==> src/rtl/cmdld_pkg.sv <==
package cmdld_pkg;
  typedef logic [3:0] opcode_t;
  localparam opcode_t OP_LOAD  = 4'h0;
  localparam int      WIDE_W   = 32;
  localparam int      NARROW_W = 16;

  // number of bus words a field of 'bits' bits occupies in the chosen mode
  function automatic int words_for(input int bits, input logic nar);
    return nar ? bits / NARROW_W : bits / WIDE_W;
  endfunction
endpackage

==> src/rtl/cmdld_assembler.sv <==
module cmdld_assembler
  import cmdld_pkg::*;
#(
  parameter int OPND_W = 64
) (
  input  logic              clk,
  input  logic              rst_n,
  input  logic              narrow,
  input  logic              din_en_n,
  input  opcode_t           op,
  input  logic [31:0]       din,
  output logic              cmd_valid,
  output opcode_t           cmd_op,
  output logic [OPND_W-1:0] cmd_opnd,
  output logic              load_err
);
  localparam int MAX_WORDS = OPND_W / NARROW_W;
  localparam int CNT_W     = $clog2(MAX_WORDS + 1);

  logic [OPND_W-1:0] acc;
  logic [CNT_W-1:0]  cnt;

  function automatic logic [OPND_W-1:0] place(input logic [OPND_W-1:0] a,
                                               input logic [31:0] w,
                                               input logic [CNT_W-1:0] idx,
                                               input logic nar);
    logic [OPND_W-1:0] msk, val;
    int sh;
    sh  = nar ? int'(idx) * NARROW_W : int'(idx) * WIDE_W;
    msk = nar ? OPND_W'({NARROW_W{1'b1}}) : OPND_W'({WIDE_W{1'b1}});
    val = nar ? OPND_W'(w[NARROW_W-1:0]) : OPND_W'(w);
    msk = msk << sh;
    val = val << sh;
    return (a & ~msk) | (val & msk);
  endfunction

  // named events for checking
  logic              take, is_load, room, ovf_evt, dispatch_evt;
  logic [CNT_W-1:0]  limit;
  logic [OPND_W-1:0] merged;

  assign take         = !din_en_n;
  assign is_load      = (op == OP_LOAD);
  assign limit        = CNT_W'(words_for(OPND_W, narrow));
  assign room         = (cnt < limit);
  assign ovf_evt      = take && !room;
  assign dispatch_evt = take && !is_load;
  assign merged       = place(acc, din, cnt, narrow);

  always_ff @(posedge clk or negedge rst_n) begin
    if (!rst_n) begin
      acc       <= '0;
      cnt       <= '0;
      cmd_valid <= 1'b0;
      cmd_op    <= OP_LOAD;
      cmd_opnd  <= '0;
      load_err  <= 1'b0;
    end else begin
      cmd_valid <= 1'b0;
      if (ovf_evt) load_err <= 1'b1;
      if (take) begin
        if (is_load) begin
          if (room) begin
            acc <= merged;
            cnt <= cnt + 1'b1;
          end
        end else begin
          cmd_valid <= 1'b1;
          cmd_op    <= op;
          cmd_opnd  <= room ? merged : acc;
          acc       <= '0;
          cnt       <= '0;
        end
      end
    end
  end

  // a dispatch strobe is always caused by an enabled word one cycle earlier
  a_r3_dispatch_after_word: assert property (@(posedge clk) disable iff (!rst_n)
    cmd_valid |-> $past(!din_en_n));
  // a LOAD word never produces a dispatch
  a_r6_load_no_dispatch: assert property (@(posedge clk) disable iff (!rst_n)
    (take && is_load) |=> !cmd_valid);
  // the error flag is sticky
  a_r7_err_sticky: assert property (@(posedge clk) disable iff (!rst_n)
    load_err |=> load_err);
  // word count never passes capacity
  a_r7_no_overflow: assert property (@(posedge clk) disable iff (!rst_n)
    cnt <= CNT_W'(MAX_WORDS));
  // single-word command carries nothing above its one word
  a_r5_zero_fill: assert property (@(posedge clk) disable iff (!rst_n)
    (dispatch_evt && cnt == '0) |=>
      ((cmd_opnd >> ($past(narrow) ? NARROW_W : WIDE_W)) == '0));
endmodule

==> src/rtl/cmdld_serializer.sv <==
module cmdld_serializer
  import cmdld_pkg::*;
#(
  parameter int RES_W = 64
) (
  input  logic             clk,
  input  logic             rst_n,
  input  logic             narrow,
  input  logic             res_valid,
  input  logic [RES_W-1:0] res_data,
  output logic             res_ready,
  input  logic             oe_n,
  output logic [31:0]      dout,
  output logic             dout_val_n
);
  localparam int MAX_WORDS = RES_W / NARROW_W;
  localparam int LEFT_W    = $clog2(MAX_WORDS + 1);

  logic [RES_W-1:0]  shreg;
  logic [LEFT_W-1:0] left;
  logic              nar_q;

  logic busy, accept_evt, advance_evt;
  assign busy        = (left != '0);
  assign accept_evt  = res_valid && res_ready;
  assign advance_evt = busy && !oe_n;

  assign res_ready  = !busy;
  assign dout       = nar_q ? {16'h0000, shreg[NARROW_W-1:0]} : shreg[WIDE_W-1:0];
  assign dout_val_n = !advance_evt;

  always_ff @(posedge clk or negedge rst_n) begin
    if (!rst_n) begin
      shreg <= '0;
      left  <= '0;
      nar_q <= 1'b0;
    end else if (accept_evt) begin
      shreg <= res_data;
      left  <= LEFT_W'(words_for(RES_W, narrow));
      nar_q <= narrow;
    end else if (advance_evt) begin
      shreg <= nar_q ? (shreg >> NARROW_W) : (shreg >> WIDE_W);
      left  <= left - 1'b1;
    end
  end

  // a stalled word is held unchanged
  a_r10_stall_holds: assert property (@(posedge clk) disable iff (!rst_n)
    (busy && oe_n) |=> $stable(shreg));
  // no valid strobe while output enable is off
  a_r10_no_val_when_off: assert property (@(posedge clk) disable iff (!rst_n)
    oe_n |-> dout_val_n);
  // acceptance closes the ready window
  a_r11_ready_drops: assert property (@(posedge clk) disable iff (!rst_n)
    accept_evt |=> !res_ready);
  // remaining count bounded by the word count of the result
  a_r8_left_bound: assert property (@(posedge clk) disable iff (!rst_n)
    left <= LEFT_W'(MAX_WORDS));
endmodule

==> src/rtl/cmdld_port.sv <==
module cmdld_port
  import cmdld_pkg::*;
#(
  parameter int OPND_W = 64,
  parameter int RES_W  = 64
) (
  input  logic              clk,
  input  logic              rst_n,
  input  logic              narrow,
  input  logic              din_en_n,
  input  logic [3:0]        op,
  input  logic [31:0]       din,
  output logic              cmd_valid,
  output logic [3:0]        cmd_op,
  output logic [OPND_W-1:0] cmd_opnd,
  output logic              load_err,
  input  logic              res_valid,
  input  logic [RES_W-1:0]  res_data,
  output logic              res_ready,
  input  logic              oe_n,
  output logic [31:0]       dout,
  output logic              dout_val_n
);
  cmdld_assembler #(.OPND_W(OPND_W)) u_asm (
    .clk(clk), .rst_n(rst_n), .narrow(narrow), .din_en_n(din_en_n),
    .op(op), .din(din), .cmd_valid(cmd_valid), .cmd_op(cmd_op),
    .cmd_opnd(cmd_opnd), .load_err(load_err)
  );

  cmdld_serializer #(.RES_W(RES_W)) u_ser (
    .clk(clk), .rst_n(rst_n), .narrow(narrow), .res_valid(res_valid),
    .res_data(res_data), .res_ready(res_ready), .oe_n(oe_n),
    .dout(dout), .dout_val_n(dout_val_n)
  );

  // an idle port shows no result strobe
  a_r1_idle_quiet: assert property (@(posedge clk) disable iff (!rst_n)
    res_ready |-> dout_val_n);
endmodule

==> config.mk <==
export PLATFORM = sky130hd
export DESIGN_NAME = cmdld_port
export DESIGN_NICKNAME = d
export VERILOG_FILES = /design/src/rtl/cmdld_pkg.sv /design/src/rtl/cmdld_assembler.sv /design/src/rtl/cmdld_serializer.sv /design/src/rtl/cmdld_port.sv
export SDC_FILE = /design/constraint.sdc
export NUM_CORES = 1
export LEC_CHECK = 0
export BUFFER_PORTS_ARGS = -buffer_cell sky130_fd_sc_hd__buf_2
export CAP_MARGIN = 0
export CORE_ASPECT_RATIO = 1.5
export CORE_MARGIN = 4
export CORE_UTILIZATION = 39
export DETAILED_ROUTE_END_ITERATION = 8
export GPL_ROUTABILITY_DRIVEN = 0
export RECOVER_POWER = 100
export SYNTH_ARGS = -nofsm -noshare
export SYNTH_HDL_FRONTEND = slang
export SYNTH_SLANG_ARGS = --single-unit
==> constraint.sdc <==
create_clock -name clk -period 3 [get_ports clk]
set_input_delay 0.6 -clock clk [delete_from_list [all_inputs] [get_ports clk]]
set_output_delay 0.6 -clock clk [all_outputs]
set_load 0.01 [all_outputs]
# ---- After elaboration in Yosys (flattened, before gate mapping)
# Index checks and enable logic that the tools add are counted.
dict set report totals {
  regBits 205
  latchBits 0
  ram_bits 0
  rom_bits 0
  out_inout_bits 104
  n_memories 0
}
dict set report classes {
  n_addsub 2
  n_mul 0
  div 0
  n_lt_le_gt_ge 1
  n_eq_ne 1
  shifts 2
  muxes 16
  bitwise_logic 6
  reduce_logical 13
}
# cell count
set op_table {}
lappend op_table {{two-way mux 64 bit} 4}
lappend op_table {{bitwise AND 64 bit} 2}
lappend op_table {{left shift 64 x 32 -> 64 bit} 2}
lappend op_table {{two-way mux 32 bit} 3}
lappend op_table {{NOT 64 bit} 1}
lappend op_table {{bitwise OR 64 bit} 1}
lappend op_table {{two-way mux 48 bit} 1}
lappend op_table {{two-way mux 3 bit} 5}
lappend op_table {{two-way mux 8 bit} 1}
lappend op_table {{zero test 1 bit} 5}
lappend op_table {{zero test 4 bit} 1}
lappend op_table {{AND reduction 2 bit} 2}
lappend op_table {{adder 3 x 1 -> 3 bit (second input constant)} 1}
lappend op_table {{logical AND 1 bit} 3}
lappend op_table {{less-than comparator 3 bit} 1}
lappend op_table {{nonzero test 3 bit} 1}
lappend op_table {{subtractor 3 x 1 -> 3 bit (second input constant)} 1}
lappend op_table {{two-way mux 1 bit} 2}
lappend op_table {{!= test 2 bit (second input constant)} 1}
lappend op_table {{NOT 1 bit} 2}
lappend op_table {{nonzero test 2 bit} 1}

# ---- Longest topological paths before layout
dict set report logic_depth {
  word_depth 7
  depth_mapped 10
  mapped_depth_nobuf 8
}

# ---- Cells and area by module
# A second synthesis with hierarchy kept.
dict set report hier_totals {
  hier_cells 886
  hier_area_um2 9831.9
}
# module instances cells_per_inst area_per_inst_um2
set by_module_without_submodules {}
lappend by_module_without_submodules {cmdld_assembler 1 534 6242.2}
lappend by_module_without_submodules {cmdld_serializer 1 352 3589.7}

# ---- Worst setup path after synthesis
# OpenSTA, ideal clock, no wires.
dict set report synth_timing {
  path_kind {in2reg}
  from {input port narrow}
  to {register u_asm.cmd_opnd[10]}
  setup_time_ns 0.132
  arrival_time_ns 2.346
  t_required_ns 2.868
  setup_slack_ns 0.521
  path_stages 9
  path_buffers 3
  cell_sequence {buf_2 > inv_1 > ha_1 > or3_1 > nor3_1 > buf_2 > buf_2 > mux2i_1 > o21ai_1}
}
dict set report synth_between {
  elab_chain_cells 6
  word_cells_on_any_way 12
  cone_classes {1 x order compare; 2 x shift; 5 x mux; 4 x bitwise}
}
# element line
set synth_rtl {}
lappend synth_rtl {{from (decl)} cmdld_port.sv:9} ;# input logic narrow,
lappend synth_rtl {{two-way mux 32 bit or two-way mux 8 bit (tied branches)} {cmdld_assembler.sv:30, cmdld_assembler.sv:29}}
lappend synth_rtl {{left shift 64 x 32 -> 64 bit} cmdld_assembler.sv:32} ;# msk = msk << sh;
lappend synth_rtl {{NOT 64 bit} cmdld_assembler.sv:34} ;# return (a & ~msk) | (val & msk);
lappend synth_rtl {{bitwise AND 64 bit} cmdld_assembler.sv:34}
lappend synth_rtl {{bitwise OR 64 bit} cmdld_assembler.sv:34}
lappend synth_rtl {{two-way mux 64 bit (*)} cmdld_assembler.sv:70} ;# cmd_opnd <= room ? merged : acc;
lappend synth_rtl {{to (signal assigned)} cmdld_assembler.sv:70}
lappend synth_rtl {{to (decl)} cmdld_assembler.sv:14} ;# output logic [OPND_W-1:0] cmd_opnd,
# Mark *: on every way between the ends. The rest lies on a longest branch, timed or not.
# A chain may end at the register's enable or synchronous reset.

# ---- Worst setup path after layout
dict set report layout_timing {
  from {register u_asm.cnt[2]}
  to {register u_asm.acc[25]}
}
dict set report layout_between {
  elab_chain_cells 7
  word_cells_on_any_way 10
  cone_classes {1 x order compare; 2 x shift; 3 x mux; 4 x bitwise}
}
# element line
set layout_rtl {}
lappend layout_rtl {{from (decl)} cmdld_assembler.sv:21} ;# logic [CNT_W-1:0] cnt;
lappend layout_rtl {{from (signal assigned)} cmdld_assembler.sv:65} ;# cnt <= cnt + 1'b1;
lappend layout_rtl {{two-way mux 8 bit} cmdld_assembler.sv:29} ;# sh = nar ? int'(idx) * NARROW_W : int'(idx) * WIDE_W;
lappend layout_rtl {{left shift 64 x 32 -> 64 bit} cmdld_assembler.sv:32}
lappend layout_rtl {{NOT 64 bit} cmdld_assembler.sv:34}
lappend layout_rtl {{bitwise AND 64 bit} cmdld_assembler.sv:34}
lappend layout_rtl {{bitwise OR 64 bit} cmdld_assembler.sv:34}
lappend layout_rtl {{two-way mux 64 bit (*)} n/a}
lappend layout_rtl {{two-way mux 64 bit (*)} cmdld_assembler.sv:62} ;# if (is_load) begin
lappend layout_rtl {{to (signal assigned)} cmdld_assembler.sv:64} ;# acc <= merged;
lappend layout_rtl {{to (decl)} cmdld_assembler.sv:20} ;# logic [OPND_W-1:0] acc;
# Marked as above.

==> qor_table.md <==
| Stage | Parameter | This run |
|:---|:---|:---|
| cells and area | Count of antenna diodes in the layout | 0 |
| timing | Final setup TNS | 0 ns |
| timing | Unrepaired setup endpoints after global routing | false |
| logic synthesis | Area of the mapped netlist | 9509 um^2 |
| grt | First-pass GRT wire length | 42280 um |
| logic synthesis | Post-synth EDFFs | 0 |
| flow run | Number of violations of the max-capacitance limit | 1 |
| clock network | Count of cells resized by post-cts repair | 0 |
| cells and area | Filler cells | 2336 |
| die | Core region area | 23830 um^2 |
| logic synthesis | Syn Inst Count | 940 |
| timing | Headroom to the max-slew limit | -10.32% |
| die | Io pins | 210 |
| timing | Worst clock skew | 0.01612 ns |
| grt | Vias in the first global route | 7471 |
| routing | Aggregate routed wire length | 26870 um |
| clock network | Hold buffers post-CTS | 0 |
| timing | Transition time at the pin with the least slew margin | 1.655 ns |
| clock network | TritonCTS buffer count | 21 |
| routing | Count of nets left with antenna violations after detail routing | 0 |
| setup path | Critical path peak fanout | 16 |
| grt | GRT overflow | 0 |
| cells and area | Post-layout nets | 1226 |
| pwr | Total internal power | 5.748 mW |
| die | Die W | 135.5 um |
| pwr | Power per unit of standard cell area | 757.1 nW/um^2 |
| clock network | CTS clock-pin slew for the worst setup and hold paths | 0.06 ns |
| clock network | Root buffer cell | clkbuf_16 |
| clock network | H-tree depth reported by CTS | 1 |
| clock network | Sinks on the clock net | 205 |
| die | Effective utilization at floorplan | 39.91% |
| cells and area | Area overhead of the layout relative to synthesis | 19.47% |
| timing | Max-slew violations | 67 |
| logic synthesis | Total of warnings raised by yosys | 0 |
| logic synthesis | Mean instance size in the synthesized netlist | 10.12 um^2 |
| logic synthesis | Post-synth ARST share | 100.0% |
| cells and area | Final design utilization | 47.68% |
| min path | Min-delay worst type | primary input to flop |
| logic synthesis | Fraction of the yosys area taken by sequential cells | 53.95% |
| cells and area | Most frequent standard cell in the layout excluding fill and tap cells | dfrtp_1 |
| routing | Vias after detailed routing | 7620 |
| pwr | Combinational Power Share | 26.1% |
| die | Die Height | 199.2 um |
| die | Die Outline Area | 27000 um^2 |
| setup path | Startpoint Class | flop |
| timing | Final hold violation count | 0 |
| placed design | Port buffer count | 209 |
| cells and area | Most used cells in the layout excluding fill and tap cells | dfrtp_1, nand2_1, clkbuf_1 |
| pwr | Switching power | 2.853 mW |
| run status | Violated checks | capacitance limit, slew limit |
| pwr | Portion of total power attributed to the clock network | 32.2% |
| clock network | Number of buffers on the longest clock path | 3 |
| pwr | Switching Share | 33.17% |
| timing | Setup Viol. Count Final | 0 |
| placed design | DPL Wire Length | 18810 um |
| grt | Number of antenna violations at the first check in global routing | 1 |
| cells and area | Count of non-filler cells in the finished layout | 1449 |
| cells and area | Share of layout cells above drive strength 1 | 15.49% |
| cells and area | Footprint of the multi-input gates | 3844 um^2 |
| timing | Final critical-path required period | 2.681 ns |
| routing | First DRT Iteration DRCs | 446 |
| logic synthesis | Most used flip-flop cell after synthesis | dfrtp_1 |
| pwr | Worst IR drop on VDD | 0.3999 mV |
| setup path | Reg-to-reg setup timing slack | 0.32 ns |
| pwr | Sequential share of power | 41.7% |
| run status | Result of the run | finished with violations |
| setup path | Sort of element at the end of the critical path | flop |
| pwr | Design Power | 8.602 mW |
| placed design | Dpl cells | 1411 |
| routing | Drt drc | 0 |
| die | Cell Rows | 69 |
| routing | Number of detailed-route iterations in the first pass | 5 |
| logic synthesis | Distinct cells, synth | 43 |
| clock network | Clk_lat worst skew | 0.51 ns |
| setup path | CP Data Required Time | 3.38 ns |
| timing | Worst hold slack | 0.3153 ns |
| pwr | Leakage power | 5.279 nW |
| grt | Total routing usage reported by global routing | 19.52% |
| routing | Number of vias per cell after detailed routing | 5.259 |
| logic synthesis | Post-synth net total | 1051 |
| timing | Maximum clock frequency | 373.0 MHz |
| clock network | Clock tree from TritonCTS | done |
| cells and area | Reg area | 5130 um^2 |
| setup path | CP Data Arrival Time | 3.06 ns |
| setup path | Class of the most critical setup path | flop to flop |
| routing | Wirelength per Cell | 18.54 um |
| timing | Final critical-path share of the clock period | 89.37% |
| logic synthesis | Number of register bits inferred by synthesis | 205 |
| grt | Pin count of the biggest net entering global routing | 118 |
| clock network | Number of setup buffers added after CTS | 0 |
## logic make-up (layout without fill, tap and decap cells)
kind of cell,after synthesis,count (layout),synth area share [%]
mux,48,48,5.053
xor+xnor,2,2,0.1842
compound gates,259,259,19.82
fa+ha+maj,5,5,0.6579
flops,205,205,53.95
simple gates,303,303,14.68
buf+inv,118,308,5.658
## cell type report
type	instances	share of cell area (%)
Clock inverter	11	1.256
Multi-Input combinational cell	617	33.83
Sequential cell	205	45.15
Timing Repair Buffer	242	10.23
Inverter	28	0.9251
Clock buffer	27	5.088
Tap cell	319	3.513
## cell usage after synthesis (2+ instances only)
| cell type | number | area (um^2) |
|---|---|---|
| dfrtp_1 | 205 | 5130 |
| nand2_1 | 161 | 604.3 |
| nor2b_1 | 50 | 312.8 |
| a22o_1 | 48 | 420.4 |
| a31oi_1 | 48 | 300.3 |
| mux2i_1 | 48 | 480.5 |
| o21ai_1 | 48 | 240.2 |
| clkbuf_1 | 47 | 176.4 |
| o2bb2ai_1 | 46 | 402.9 |
| nand3_1 | 34 | 170.2 |
| a211oi_1 | 33 | 247.7 |
| inv_1 | 27 | 101.4 |
| nor2_1 | 26 | 97.59 |
| o211ai_1 | 18 | 135.1 |
| buf_4 | 17 | 127.6 |
| nand2b_1 | 17 | 106.4 |
| buf_2 | 13 | 65.06 |
| buf_1 | 11 | 41.29 |
| ha_1 | 5 | 62.56 |
| o21ai_0 | 5 | 25.02 |
| o21bai_1 | 3 | 22.52 |
| a21o_1 | 2 | 15.01 |
| a21oi_1 | 2 | 10.01 |
| and2_1 | 2 | 12.51 |
| buf_6 | 2 | 22.52 |
| nor3_1 | 2 | 10.01 |
| o32ai_1 | 2 | 17.52 |
| or3_1 | 2 | 12.51 |
| xnor2_1 | 2 | 17.52 |
## path summary, 6_finish.rpt
path	from	end	depth (start not counted)
max	u_asm.cnt[2]	u_asm.acc[25]	7
min	res_data[49]	u_ser.shreg[49]	2
max reg2reg	u_asm.cnt[2]	u_asm.acc[25]	7
min reg2reg	u_asm.cmd_opnd[62]	u_asm.cmd_opnd[62]	2
max in group asynchronous	rst_n	u_asm.cmd_opnd[16]	2
min in group asynchronous	rst_n	u_ser.shreg[7]	1
## registers in the layout, summed over array words and instances, names as in the netlist, 3 cells and up
signal and cells:
u_asm.acc 64, u_asm.cmd_op 4, u_asm.cmd_opnd 64, u_asm.cnt 3, u_ser.left 3, u_ser.shreg 64
## worst max-delay path, stage by stage (launching register included)
cell and delay, ns:
dfrtp_1 0.46, ha_1 0.30, or3_1 0.36, a21oi_1 0.24, clkbuf_1 0.64, o21bai_1 0.12, buf_4 0.23, a22o_1 0.20
## power by group through the flow
stage / sequential (mW) / combinational, mW / clock [mW]
2_1_floorplan: 3.56 / 1.69 / 0
3_3_place_gp: 3.61 / 2.36 / 0
3_5_place_dp: 3.63 / 2.37 / 0
4_1_cts: 3.58 / 2.39 / 2.86
5_1_grt: 3.66 / 2.52 / 2.96
6_report: 3.59 / 2.24 / 2.77
## per-stage QoR
stage | cell area (um^2) | setup slack [ns]
2_1_floorplan | 9509 | 0.5214
3_3_place_gp | 10840 | 0.4899
3_5_place_dp | 10840 | 0.4692
4_1_cts | 11560 | 0.4583
5_1_grt | 11360 | 0.1733
6_report | 11360 | 0.3188
## layer usage
layer / global-route usage, % / wire length [um]
met5: 0 / 11
met4: 6.126 / 830
met3: 3.728 / 1715
met2: 32.63 / 13040
met1: 25.76 / 11280
No activity file was read; power rests on OpenSTA's default activity.
